[src/rtl/irq_pkg.sv]
package irq_pkg;
  localparam int unsigned REG_STATUS = 0;
  localparam int unsigned REG_CAUSE  = 1;
  localparam int unsigned REG_MASK   = 2;

  // implemented bits: 31..30 and 23..0
  localparam logic [31:0] IMPL_DEFAULT = 32'hC0FF_FFFF;
endpackage

[src/rtl/irq_bus_decode.sv]
module irq_bus_decode #(
  parameter int unsigned DW = 32,
  parameter int unsigned AW = 2
) (
  input  logic          req_i,
  input  logic          we_i,
  input  logic [AW-1:0] addr_i,
  input  logic [DW-1:0] status_i,
  input  logic [DW-1:0] mask_i,
  output logic          clr_we_o,
  output logic          set_we_o,
  output logic          mask_we_o,
  output logic [DW-1:0] rdata_o
);
  import irq_pkg::*;

  localparam logic [AW-1:0] A_STATUS = AW'(REG_STATUS);
  localparam logic [AW-1:0] A_CAUSE  = AW'(REG_CAUSE);
  localparam logic [AW-1:0] A_MASK   = AW'(REG_MASK);

  logic wr;
  assign wr = req_i & we_i;

  assign clr_we_o  = wr & (addr_i == A_STATUS);
  assign set_we_o  = wr & (addr_i == A_CAUSE);
  assign mask_we_o = wr & (addr_i == A_MASK);

  always_comb begin
    unique case (addr_i)
      A_STATUS: rdata_o = status_i;
      A_CAUSE:  rdata_o = status_i & mask_i;
      A_MASK:   rdata_o = mask_i;
      default:  rdata_o = '0;
    endcase
  end
endmodule

[src/rtl/irq_status_bits.sv]
module irq_status_bits #(
  parameter int unsigned DW        = 32,
  parameter logic [DW-1:0] IMPL_MASK = '1
) (
  input  logic          clk_i,
  input  logic          rst_ni,
  input  logic [DW-1:0] src_i,
  input  logic [DW-1:0] clr_i,
  input  logic [DW-1:0] set_i,
  output logic [DW-1:0] status_o
);
  for (genvar b = 0; b < DW; b++) begin : g_bit
    if (IMPL_MASK[b]) begin : g_impl
      logic q;
      // event and software set dominate a same-cycle clear
      always_ff @(posedge clk_i or negedge rst_ni) begin
        if (!rst_ni) q <= 1'b0;
        else         q <= src_i[b] | set_i[b] | (q & ~clr_i[b]);
      end
      assign status_o[b] = q;
    end else begin : g_rsvd
      assign status_o[b] = 1'b0;
    end
  end
endmodule

[src/rtl/irq_req_reg.sv]
module irq_req_reg #(
  parameter int unsigned DW = 32
) (
  input  logic          clk_i,
  input  logic          rst_ni,
  input  logic [DW-1:0] cause_i,
  output logic          irq_o
);
  always_ff @(posedge clk_i or negedge rst_ni) begin
    if (!rst_ni) irq_o <= 1'b0;
    else         irq_o <= |cause_i;
  end
endmodule

[src/rtl/irq_status_ctrl.sv]
module irq_status_ctrl #(
  parameter int unsigned   DW        = 32,
  parameter int unsigned   AW        = 2,
  parameter logic [DW-1:0] IMPL_MASK = irq_pkg::IMPL_DEFAULT
) (
  input  logic          clk_i,
  input  logic          rst_ni,
  input  logic [DW-1:0] src_i,
  input  logic          req_i,
  input  logic          we_i,
  input  logic [AW-1:0] addr_i,
  input  logic [DW-1:0] wdata_i,
  output logic [DW-1:0] rdata_o,
  output logic          irq_o
);
  logic          clr_we, set_we, mask_we;
  logic [DW-1:0] status_q, mask_q;
  logic [DW-1:0] clr_vec, set_vec;

  irq_bus_decode #(.DW(DW), .AW(AW)) u_dec (
    .req_i     (req_i),
    .we_i      (we_i),
    .addr_i    (addr_i),
    .status_i  (status_q),
    .mask_i    (mask_q),
    .clr_we_o  (clr_we),
    .set_we_o  (set_we),
    .mask_we_o (mask_we),
    .rdata_o   (rdata_o)
  );

  assign clr_vec = clr_we ? wdata_i : '0;
  assign set_vec = set_we ? wdata_i : '0;

  irq_status_bits #(.DW(DW), .IMPL_MASK(IMPL_MASK)) u_bits (
    .clk_i    (clk_i),
    .rst_ni   (rst_ni),
    .src_i    (src_i),
    .clr_i    (clr_vec),
    .set_i    (set_vec),
    .status_o (status_q)
  );

  always_ff @(posedge clk_i or negedge rst_ni) begin
    if (!rst_ni)      mask_q <= '0;
    else if (mask_we) mask_q <= wdata_i & IMPL_MASK;
  end

  irq_req_reg #(.DW(DW)) u_req (
    .clk_i   (clk_i),
    .rst_ni  (rst_ni),
    .cause_i (status_q & mask_q),
    .irq_o   (irq_o)
  );
endmodule

[config.mk]
export PLATFORM = sky130hd
export DESIGN_NAME = irq_status_ctrl
export DESIGN_NICKNAME = d
export VERILOG_FILES = /design/src/rtl/irq_pkg.sv /design/src/rtl/irq_bus_decode.sv /design/src/rtl/irq_status_bits.sv /design/src/rtl/irq_req_reg.sv /design/src/rtl/irq_status_ctrl.sv
export SDC_FILE = /design/constraint.sdc
export NUM_CORES = 1
export LEC_CHECK = 0
export ABC_AREA = 1
export BUFFER_PORTS_ARGS = -buffer_cell sky130_fd_sc_hd__buf_2
export CORE_MARGIN = 4
export CORE_UTILIZATION = 40
export CTS_CLUSTER_DIAMETER = 40
export DETAILED_ROUTE_END_ITERATION = 16
export SLEW_MARGIN = 20
export SYNTH_ARGS = -nofsm -noshare
export SYNTH_HDL_FRONTEND = slang
export SYNTH_HIERARCHICAL = 1
export SYNTH_SLANG_ARGS = --single-unit
[constraint.sdc]
create_clock -name clk_i -period 1.2 [get_ports clk_i]
set_input_delay 0 -clock clk_i [delete_from_list [all_inputs] [get_ports clk_i]]
set_output_delay 0 -clock clk_i [all_outputs]
set_load 0.1 [all_outputs]
==> metrics.csv, run 1 <==
stage,metric,value,unit
die,fp.coreArea,9910,um2
global_routing,grt_max_degree,54,
clocking,clkSinkCount,53,
detailed_routing,drc,0,
layout,antenna_cells,0,
worst_setup_path,max_stage_delay,410,ps
timing,setup_viol,1,
pwr,power_frac_seq,0.339,
pwr,switchingPower,0.00266,W
worst_setup_path,crit_chain,inv_1 -> o21ai_0 -> nand2_1 -> inv_2 -> buf_12,
run,maxCapViolCount,0,
timing,finalHoldViolCount,0,
pwr,p_int,0.00356,W
die,initial_core_util,0.415,
worst_setup_path,cp_top_family,flip-flops,
layout,syn_to_final_growth,39.2,%
die,pin_count,103,
synthesis,syn_area_per_cell,5.92,um2
worst_setup_path,worstSetupEndpointType,primary output,
clocking,cts-buffers-inserted,5,
timing,fmax,0.821,GHz
timing,slew_violations,0,
clocking,ctsRootBufferMaster,clkbuf_8,
pwr,pwr_density_cell,1090,nW/um2
status,status,"complete, but fails checks",
pwr,clkPwrFrac,0.159,
global_routing,grt_use_total,0.183,
detailed_routing,drt_iter0_drc,150,
placed_design,io_buffers,90,
global_routing,grt_pass1_wl,17600,um
worst_setup_path,crit_type,reg2out,
placed_design,gp_congestion,0.772,
clocking,clock_path_buffers,2,
placed_design,hpwlAfterDp,6610,um
synthesis,ys_warn_count,6,
timing,finalSetupTns,-17.9,ps
worst_setup_path,worstPathMaxFanout,3,
die,die_area,12000,um2
die,die_w,109,um
pwr,vdd_drop_max,583,uV
timing,fin_crit,1220,ps
timing,tightest_slew,827,ps
die,die_h,109,um
detailed_routing,ant_nets,0,
global_routing,antenna_found_initial,0,
timing,final.period_utilization,1.01,
worst_setup_path,cp_slowest_cell,dfrtp_1,
synthesis,syn-cell-area,4110,um2
pwr,comb_power_share,0.502,
layout,final_layout_size_suffix_gt1_frac,0.227,
worst_setup_path,worstSetupStartpointType,flip-flop,
placed_design,dpl_cell_area,4920,um2
global_routing,first_global_vias,3850,
detailed_routing,via_count,4054,
worst_setup_path,arrival,1220,ps
status,violations,setup timing,
timing,slew_headroom,0.446,
clocking,clk_pin_slew,100,ps
clocking,cts_tree,yes,
worst_setup_path,crit_buf_inv,3,
synthesis,netlist_instances,694,
worst_setup_path,cp.required,1200,ps
detailed_routing,routedWlPerCell,10.7,um
global_routing,grt.overflow.total,0,
timing,skew,7.66,ps
worst_hold_path,hold_class,in2async,
detailed_routing,firstDrtPassIters,4,
clocking,cts_max_level,2,
timing,worst_slack,-17.9,ps
detailed_routing,postRouteWirelength,10400,um
detailed_routing,via_per_inst,4.18,
clocking,clock_latency,300,ps
die,rows,36,
pwr,netSwitchingFraction,0.428,
timing,rsz0062_at_grt,yes,
layout,post-route-cell-area,5720,um2
pwr,p_leak,3.64,nW
layout,nets,906,
## power by group through the flow
| stage | logic [W] | clock network, W | registers (W) |
|---|---|---|---|
| global placement | 0.00282 | 0 | 0.00214 |
| global route | 0.00338 | 0.00111 | 0.00214 |
| finish | 0.00312 | 0.000990 | 0.00211 |
| CTS | 0.00298 | 0.00104 | 0.00212 |
| detailed placement | 0.00284 | 0 | 0.00215 |
| floorplan | 0.00193 | 0 | 0.00212 |
## worst paths after layout
kind                                      startpoint  slack (ps)                         to  cells after the start
max in group asynchronous                     rst_ni         730  u_bits/g_bit[31].g_impl.q                      3
max                                       mask_q[10]         -20                rdata_o[10]                      5
min in group clk_i                         addr_i[1]         230   u_bits/g_bit[4].g_impl.q                      6
max reg2reg                u_bits/g_bit[22].g_impl.q          80                u_req/irq_o                      9
min reg2reg                               mask_q[22]         510                 mask_q[22]                      2
min                                           rst_ni         210  u_bits/g_bit[16].g_impl.q                      3
## per-layer routing
| layer | routed length, um | track usage | share of wire |
|---|---|---|---|
| met5 | 0 | 0 | 0 |
| met3 | 520 | 0.0217 | 0.050 |
| met4 | 107 | 0.0392 | 0.010 |
| met2 | 5220 | 0.326 | 0.50 |
| met1 | 4520 | 0.239 | 0.44 |
## sequential cells by signal (all words and copies together) (netlist names)
name	count
u_bits/g_bit.g_impl.q	26
u_req/irq_o	1
mask_q	26
## final cells by class
class,instances,area (um2)
repair buffers,175,1740
multi-input cells,414,1690
fillers,966,4190
inverters,187,714
well taps,133,166
clock buffers,6,72.6
flip-flops and latches,53,1330
clock inverters,2,10.0
## worst register-to-register path: stages (launching register included)
cell	delay, ps
dfrtp_1	400
buf_4	140
nand2_1	50
inv_1	40
inv_1	40
nand2_1	60
nor2_2	90
nand2_1	60
nor2_1	90
nand2_1	50
## repair_timing
item                       4_1_cts  5_1_grt
setup buffers                    0       21
setup endpoints to repair       32       28
hold buffers                    53        0
hold endpoints to repair       105        0
gates resized for setup          3       34
pin swaps                        0       10
## metrics by stage
| step | util | hold slack [ps] | worst slack [ps] | power [W] | std cells |
|---|---|---|---|---|---|
| 2_1_floorplan | - | -296 | 48.1 | 0.00404 | 710 |
| 3_3_place_gp | 0.496 | 24.7 | -128 | 0.00495 | 888 |
| 3_5_place_dp | 0.496 | 27.4 | -170 | 0.00499 | 888 |
| 4_1_cts | 0.559 | 211 | 7.64 | 0.00614 | 949 |
| 5_1_grt | 0.577 | 249 | -66.8 | 0.00663 | 970 |
| 6_report | 0.577 | 207 | -17.9 | 0.00622 | 970 |
## cells in the final DEF (no fill, tap or decap), drive strengths merged
cell type      n
nand2        318
inv          187
buf          122
dlygate4sd3   53
dfrtp         53
nor2          41
o21ai         32
conb          18
clkbuf         6
clkinv         2
nor3           2
and2           2
nand4          1
No activity file was read; power rests on OpenSTA's default activity.
==> run 2, diff against run 1 <==
Settings changed: CORE_ASPECT_RATIO set to 1.75.
==> run 2 against run 1 <==
Compared with the run above: the run now ends clean; worst hold slack better by 22 ps; critical endpoint is now rdata_o[19]; critical path depth unchanged; fmax up 4.0%; global-route usage about the same; largest power group unchanged; cell count down 1.3%; sequential power about the same; worst setup slack better by 46 ps; total power up 8.5%.
==> metrics.csv, run 2 (same netlist as run 1, synthesis figures left out) <==
stage,metric,value,unit,change
status,status,completed,,
clocking,clkSinkCount,53,,unchanged
die,fp.coreArea,9970,um2,+0.61%
layout,syn_to_final_growth,39.3,%,about the same
detailed_routing,firstDrtPassIters,4,,unchanged
layout,final_layout_size_suffix_gt1_frac,0.209,,-0.0179
timing,finalHoldViolCount,0,,unchanged
pwr,p_leak,3.66,nW,+0.55%
timing,hold_slack,229,ps,+21.7 ps
detailed_routing,via_per_inst,4.26,,+1.9%
timing,skew,5.16,ps,-2.49 ps
global_routing,grt_max_degree,54,,unchanged
placed_design,dpl_cell_area,4920,um2,+0.10%
detailed_routing,via_count,4076,,+0.54%
timing,slew_violations,0,,unchanged
detailed_routing,routedWlPerCell,11.2,um,+5.1%
clocking,clock_latency,300,ps,about the same
placed_design,hpwlAfterDp,7350,um,+11%
layout,post-route-cell-area,5720,um2,about the same
worst_setup_path,worstPathMaxFanout,3,,unchanged
global_routing,antenna_found_initial,0,,unchanged
die,pin_count,103,,unchanged
worst_hold_path,hold_class,in2async,,
die,die_h,142,um,+30%
layout,antenna_cells,0,,unchanged
pwr,power,0.00675,W,+8.5%
global_routing,grt_use_total,0.183,,-0.000444
timing,rsz0062_at_grt,yes,,
layout,mostFrequentLayoutCells,"nand2_1 (296), inv_1 (165), buf_2 (58)",,
pwr,pwr_density_cell,1180,nW/um2,+8.4%
layout,multi_input_area,1680,um2,-0.66%
pwr,switchingPower,0.00275,W,+3.2%
pwr,power_frac_seq,0.313,,-0.026
placed_design,gp_congestion,0.822,,+6.5%
layout,nets,901,,-0.55%
die,initial_core_util,0.412,,-0.00250
worst_setup_path,r2r_end,u_req/irq_o,,
pwr,p_int,0.00400,W,+12%
detailed_routing,ant_nets,0,,unchanged
run,maxCapViolCount,0,,unchanged
clocking,cts-buffers-inserted,5,,unchanged
detailed_routing,drt_iter0_drc,182,,+21%
layout,final_common_cell,nand2_1,,
clocking,ctsRootBufferMaster,clkbuf_16,,
pwr,comb_power_share,0.456,,-0.046
layout,nFillCells,1003,,+3.8%
detailed_routing,drc,0,,unchanged
timing,fin_crit,1170,ps,-46.4 ps
clocking,cts_max_level,2,,unchanged
layout,stdcell_count,957,,-1.3%
die,die_w,84.6,um,-23%
timing,setup_viol,0,,-1
placed_design,io_buffers,90,,unchanged
worst_setup_path,arrival,1170,ps,-50 ps
placed_design,dp.cells,882,,-0.68%
worst_setup_path,r2r_slack,80,ps,about the same
pwr,netSwitchingFraction,0.407,,-0.0208
die,rows,48,,+33%
timing,final.period_utilization,0.976,,-0.0387
clocking,clk_pin_slew,70,ps,-30 ps
worst_setup_path,reg2reg_from,u_bits/g_bit[19].g_impl.q,,
layout,top_regs,"mask_q x26, u_bits/g_bit.g_impl.q x26, u_req/irq_o x1",,
detailed_routing,postRouteWirelength,10800,um,+3.7%
layout,post-route-util,0.574,,-0.00323
worst_setup_path,reg2reg_depth,8,,-1
clocking,clock_path_buffers,2,,unchanged
worst_setup_path,crit_type,reg2out,,
global_routing,grt_pass1_wl,18000,um,+2.3%
worst_setup_path,cp.required,1200,ps,about the same
clocking,cts_tree,yes,,
global_routing,grt.overflow.total,0,,unchanged
pwr,clkPwrFrac,0.231,,+0.072
layout,regArea,1330,um2,unchanged
timing,fmax,0.854,GHz,+4.0%
die,die_area,12000,um2,+0.53%
worst_setup_path,worstSetupStartpointType,flip-flop,,
worst_setup_path,worstSetupEndpointType,primary output,,
pwr,vdd_drop_max,715,uV,+23%
global_routing,first_global_vias,4024,,+4.5%
-- run 2: worst max-delay path by stage --
stage / startpoint / endpoint / slack (ps) / cells after the start
global placement: addr_i[1] / mask_q[16] / 100 / 7
floorplan: addr_i[1] / u_bits/g_bit[10].g_impl.q / 50 / 9
CTS: u_bits/g_bit[19].g_impl.q / rdata_o[19] / 7 / 5
detailed placement: addr_i[1] / mask_q[13] / 90 / 7
global route: u_bits/g_bit[19].g_impl.q / u_req/irq_o / -20 / 8
finish: mask_q[19] / rdata_o[19] / 30 / 5
-- run 2: power by group through the flow --
stage | sequential (W) | combinational (W) | clock, W
2_1_floorplan | 0.00212 | 0.00193 | 0
3_3_place_gp | 0.00214 | 0.00283 | 0
3_5_place_dp | 0.00215 | 0.00286 | 0
4_1_cts | 0.00211 | 0.00300 | 0.00159
5_1_grt | 0.00214 | 0.00332 | 0.00166
6_report | 0.00211 | 0.00307 | 0.00156
-- run 2: critical path, cell delays in order, from the launching register on --
cell and delay, ps:
dfrtp_1 370, inv_1 40, o21ai_1 80, nand2_1 120, inv_2 90, buf_12 170
-- run 2: through the flow --
step | setup TNS [ps] | setup slack [ps]
2_1_floorplan | 0 | 48.1
4_1_cts | 0 | 7.06
3_3_place_gp | 0 | 97.8
6_report | 0 | 28.5
5_1_grt | -89.6 | -24.6
3_5_place_dp | 0 | 93.9
-- run 2: layer usage --
| metal | vias to the layer above | share of wire | global-route usage |
|---|---|---|---|
| li1 | 2139 | - | - |
| met1 | 1818 | 0.39 | 0.199 |
| met2 | 106 | 0.55 | 0.355 |
| met3 | 13 | 0.043 | 0.0238 |
| met4 | 0 | 0.019 | 0.0634 |
| met5 | - | 0 | 0 |
-- run 2: area by class of cell --
class | count | share of cell area
clock inverter | 1 | 0.000874
clock buffer | 7 | 0.0267
tap | 125 | 0.0273
multi-input combinational | 414 | 0.294
sequential | 53 | 0.232
timing repair buffer | 170 | 0.295
inverter | 187 | 0.124
-- run 2: repair_timing --
| item | 4_1_cts | 5_1_grt |
|---|---|---|
| cloned | 0 | 0 |
| endpoints found under the hold margin | 105 | 0 |
| endpoints found under the setup margin | 1 | 23 |
| resized for setup | 1 | 22 |
| setup buffers | 0 | 14 |
| hold buffers | 53 | 0 |
| pin swaps | 0 | 9 |
==> run 3, diff against run 2 <==
Settings changed: GPL_ROUTABILITY_DRIVEN set to 0.
Clock period 1.2 ns to 1.21 ns, I/O delays scaled along.
==> run 3 against run 2 <==
Compared with the run above: clock skew grew 0.58 ps; global-route usage shrank 0.42 points; worst setup slack gained 20 ps; worst hold slack lost 4.9 ps; via count shrank 0.96%; clock-buffer cell count is the same; sequential share of layout area shrank 0.076 points; die area is the same; non-clock buffer count grew 5.
==> metrics.csv, run 3 (same netlist as run 1, synthesis figures left out) <==
stage,metric,value,unit,change
pwr,vdd_drop_max,792,uV,+11%
worst_setup_path,r2r_slack,60,ps,-20 ps
layout,syn_to_final_growth,39.7,%,
die,die_area,12000,um2,unchanged
detailed_routing,routedWlPerCell,10.9,um,-2.6%
clocking,clkSinkCount,53,,unchanged
placed_design,dpl_cell_area,4920,um2,unchanged
die,die_h,142,um,unchanged
worst_setup_path,cp_slowest_cell,dfrtp_1,,
pwr,p_leak,3.68,nW,+0.62%
run,maxCapViolCount,0,,unchanged
detailed_routing,via_per_inst,4.20,,-1.5%
clocking,clock_latency,300,ps,about the same
layout,final_common_cell,nand2_1,,
layout,post-route-util,0.576,,+0.00188
detailed_routing,firstDrtPassIters,4,,unchanged
timing,rsz0062_at_grt,yes,,
detailed_routing,drt_iter0_drc,187,,+2.7%
clocking,clk_pin_slew,70,ps,about the same
die,rows,48,,unchanged
timing,final.period_utilization,0.960,,
timing,fmax,0.861,GHz,
timing,setup_viol,0,,unchanged
layout,mostFrequentLayoutCells,"nand2_1 (297), inv_1 (172), buf_2 (58)",,
placed_design,io_buffers,90,,unchanged
pwr,pwr_density_cell,1150,nW/um2,-2.7%
timing,finalHoldViolCount,0,,unchanged
detailed_routing,via_count,4037,,-0.96%
global_routing,grt_max_degree,54,,unchanged
clocking,clock_path_buffers,2,,unchanged
timing,fin_crit,1160,ps,
placed_design,hpwlAfterDp,7250,um,-1.4%
worst_setup_path,worstPathMaxFanout,3,,unchanged
worst_setup_path,crit_chain,nand2_1 -> nand2_1 -> nand2_1 -> inv_1 -> buf_12,,
worst_hold_path,hold_class,in2async,,
detailed_routing,postRouteWirelength,10500,um,-2.1%
worst_setup_path,arrival,1160,ps,about the same
timing,slew_violations,0,,unchanged
die,pin_count,103,,unchanged
timing,skew,5.74,ps,+0.578 ps
worst_setup_path,max_stage_delay,370,ps,about the same
die,initial_core_util,0.412,,unchanged
layout,post-route-cell-area,5740,um2,+0.33%
layout,nets,906,,+0.55%
worst_setup_path,crit_type,reg2out,,
global_routing,antenna_found_initial,0,,unchanged
layout,top_regs,"mask_q x26, u_bits/g_bit.g_impl.q x26, u_req/irq_o x1",,
global_routing,grt_use_total,0.179,,-0.00415
layout,final_layout_size_suffix_gt1_frac,0.201,,-0.00818
worst_setup_path,reg2reg_from,mask_q[2],,
status,status,completed,,
global_routing,first_global_vias,3936,,-2.2%
clocking,cts_max_level,2,,unchanged
detailed_routing,drc,0,,unchanged
worst_setup_path,worstSetupStartpointType,flip-flop,,
global_routing,grt.overflow.total,0,,unchanged
die,fp.coreArea,9970,um2,unchanged
global_routing,grt_pass1_wl,17400,um,-3.6%
clocking,ctsRootBufferMaster,clkbuf_16,,
clocking,cts-buffers-inserted,5,,unchanged
detailed_routing,ant_nets,0,,unchanged
clocking,cts_tree,yes,,
worst_setup_path,crit_start,u_bits/g_bit[8].g_impl.q,,
worst_setup_path,cp.required,1210,ps,about the same
die,die_w,84.6,um,unchanged
worst_setup_path,worstSetupEndpointType,primary output,,
worst_setup_path,endpoint,rdata_o[8],,
worst_setup_path,cpMostUsedCell,nand2_1,,
worst_setup_path,reg2reg_depth,7,,-1
worst_setup_path,r2r_end,u_req/irq_o,,
[run 3: what timing repair did]
action	CTS	global route
setup endpoints to repair	0	16
resized for setup	0	12
setup buffers	0	19
hold buffers	53	0
endpoints found under the hold margin	105	0
[run 3: report_power, final]
part / total (W) / internal, W / switching (W) / leakage, nW
clock network: 0.00145 / 0.000815 / 0.000633 / 0.0700
registers: 0.00209 / 0.00195 / 0.000137 / 0.568
logic: 0.00305 / 0.00115 / 0.00190 / 3.04
total: 0.00659 / 0.00392 / 0.00267 / 3.68
[run 3: layer usage]
layer	track usage	routed length, um	vias to the layer above	part of all wire
met5	0	0	-	0
met4	0.0751	255	0	0.024
met3	0.0278	350	18	0.033
met2	0.344	5850	88	0.56
met1	0.189	4070	1785	0.39
li1	-	-	2146	-
[run 3: through the flow]
stage / setup TNS [ps] / worst slack (ps) / power [W] / instances / hold WS, ps
after floorplan: 0 / 58.1 / 0.00401 / 710 / -296
after global placement: 0 / 110 / 0.00492 / 882 / 19.2
final: 0 / 48.8 / 0.00659 / 962 / 224
after CTS: 0 / 11.3 / 0.00654 / 942 / 245
after detailed placement: 0 / 111 / 0.00496 / 882 / 17.8
after global routing: -24.9 / -15.2 / 0.00695 / 961 / 277
[run 3: layout make-up]
cell class,count,area [um2]
Antenna cell,1,2.50
Fill cell,979,4230
Clock buffer,7,143
Multi-Input combinational cell,414,1680
Timing Repair Buffer,175,1730
Tap cell,125,156
Sequential cell,53,1330
Inverter,187,712
[run 3: worst max-delay path, delay by kind of cell (launching register included)]
family,cells,cell delay [ps]
buffers and inverters,2,280
AND/OR/NAND/NOR,3,220
flip-flops,1,370
[run 3: how the worst min path moves through the flow]
stage	end	slack (ps)	cells after the start
floorplan	mask_q[0]	-300	0
global placement	u_bits/g_bit[17].g_impl.q	20	2
detailed placement	u_bits/g_bit[17].g_impl.q	20	2
CTS	u_bits/g_bit[17].g_impl.q	250	3
global route	u_bits/g_bit[17].g_impl.q	280	3
finish	u_bits/g_bit[17].g_impl.q	220	3
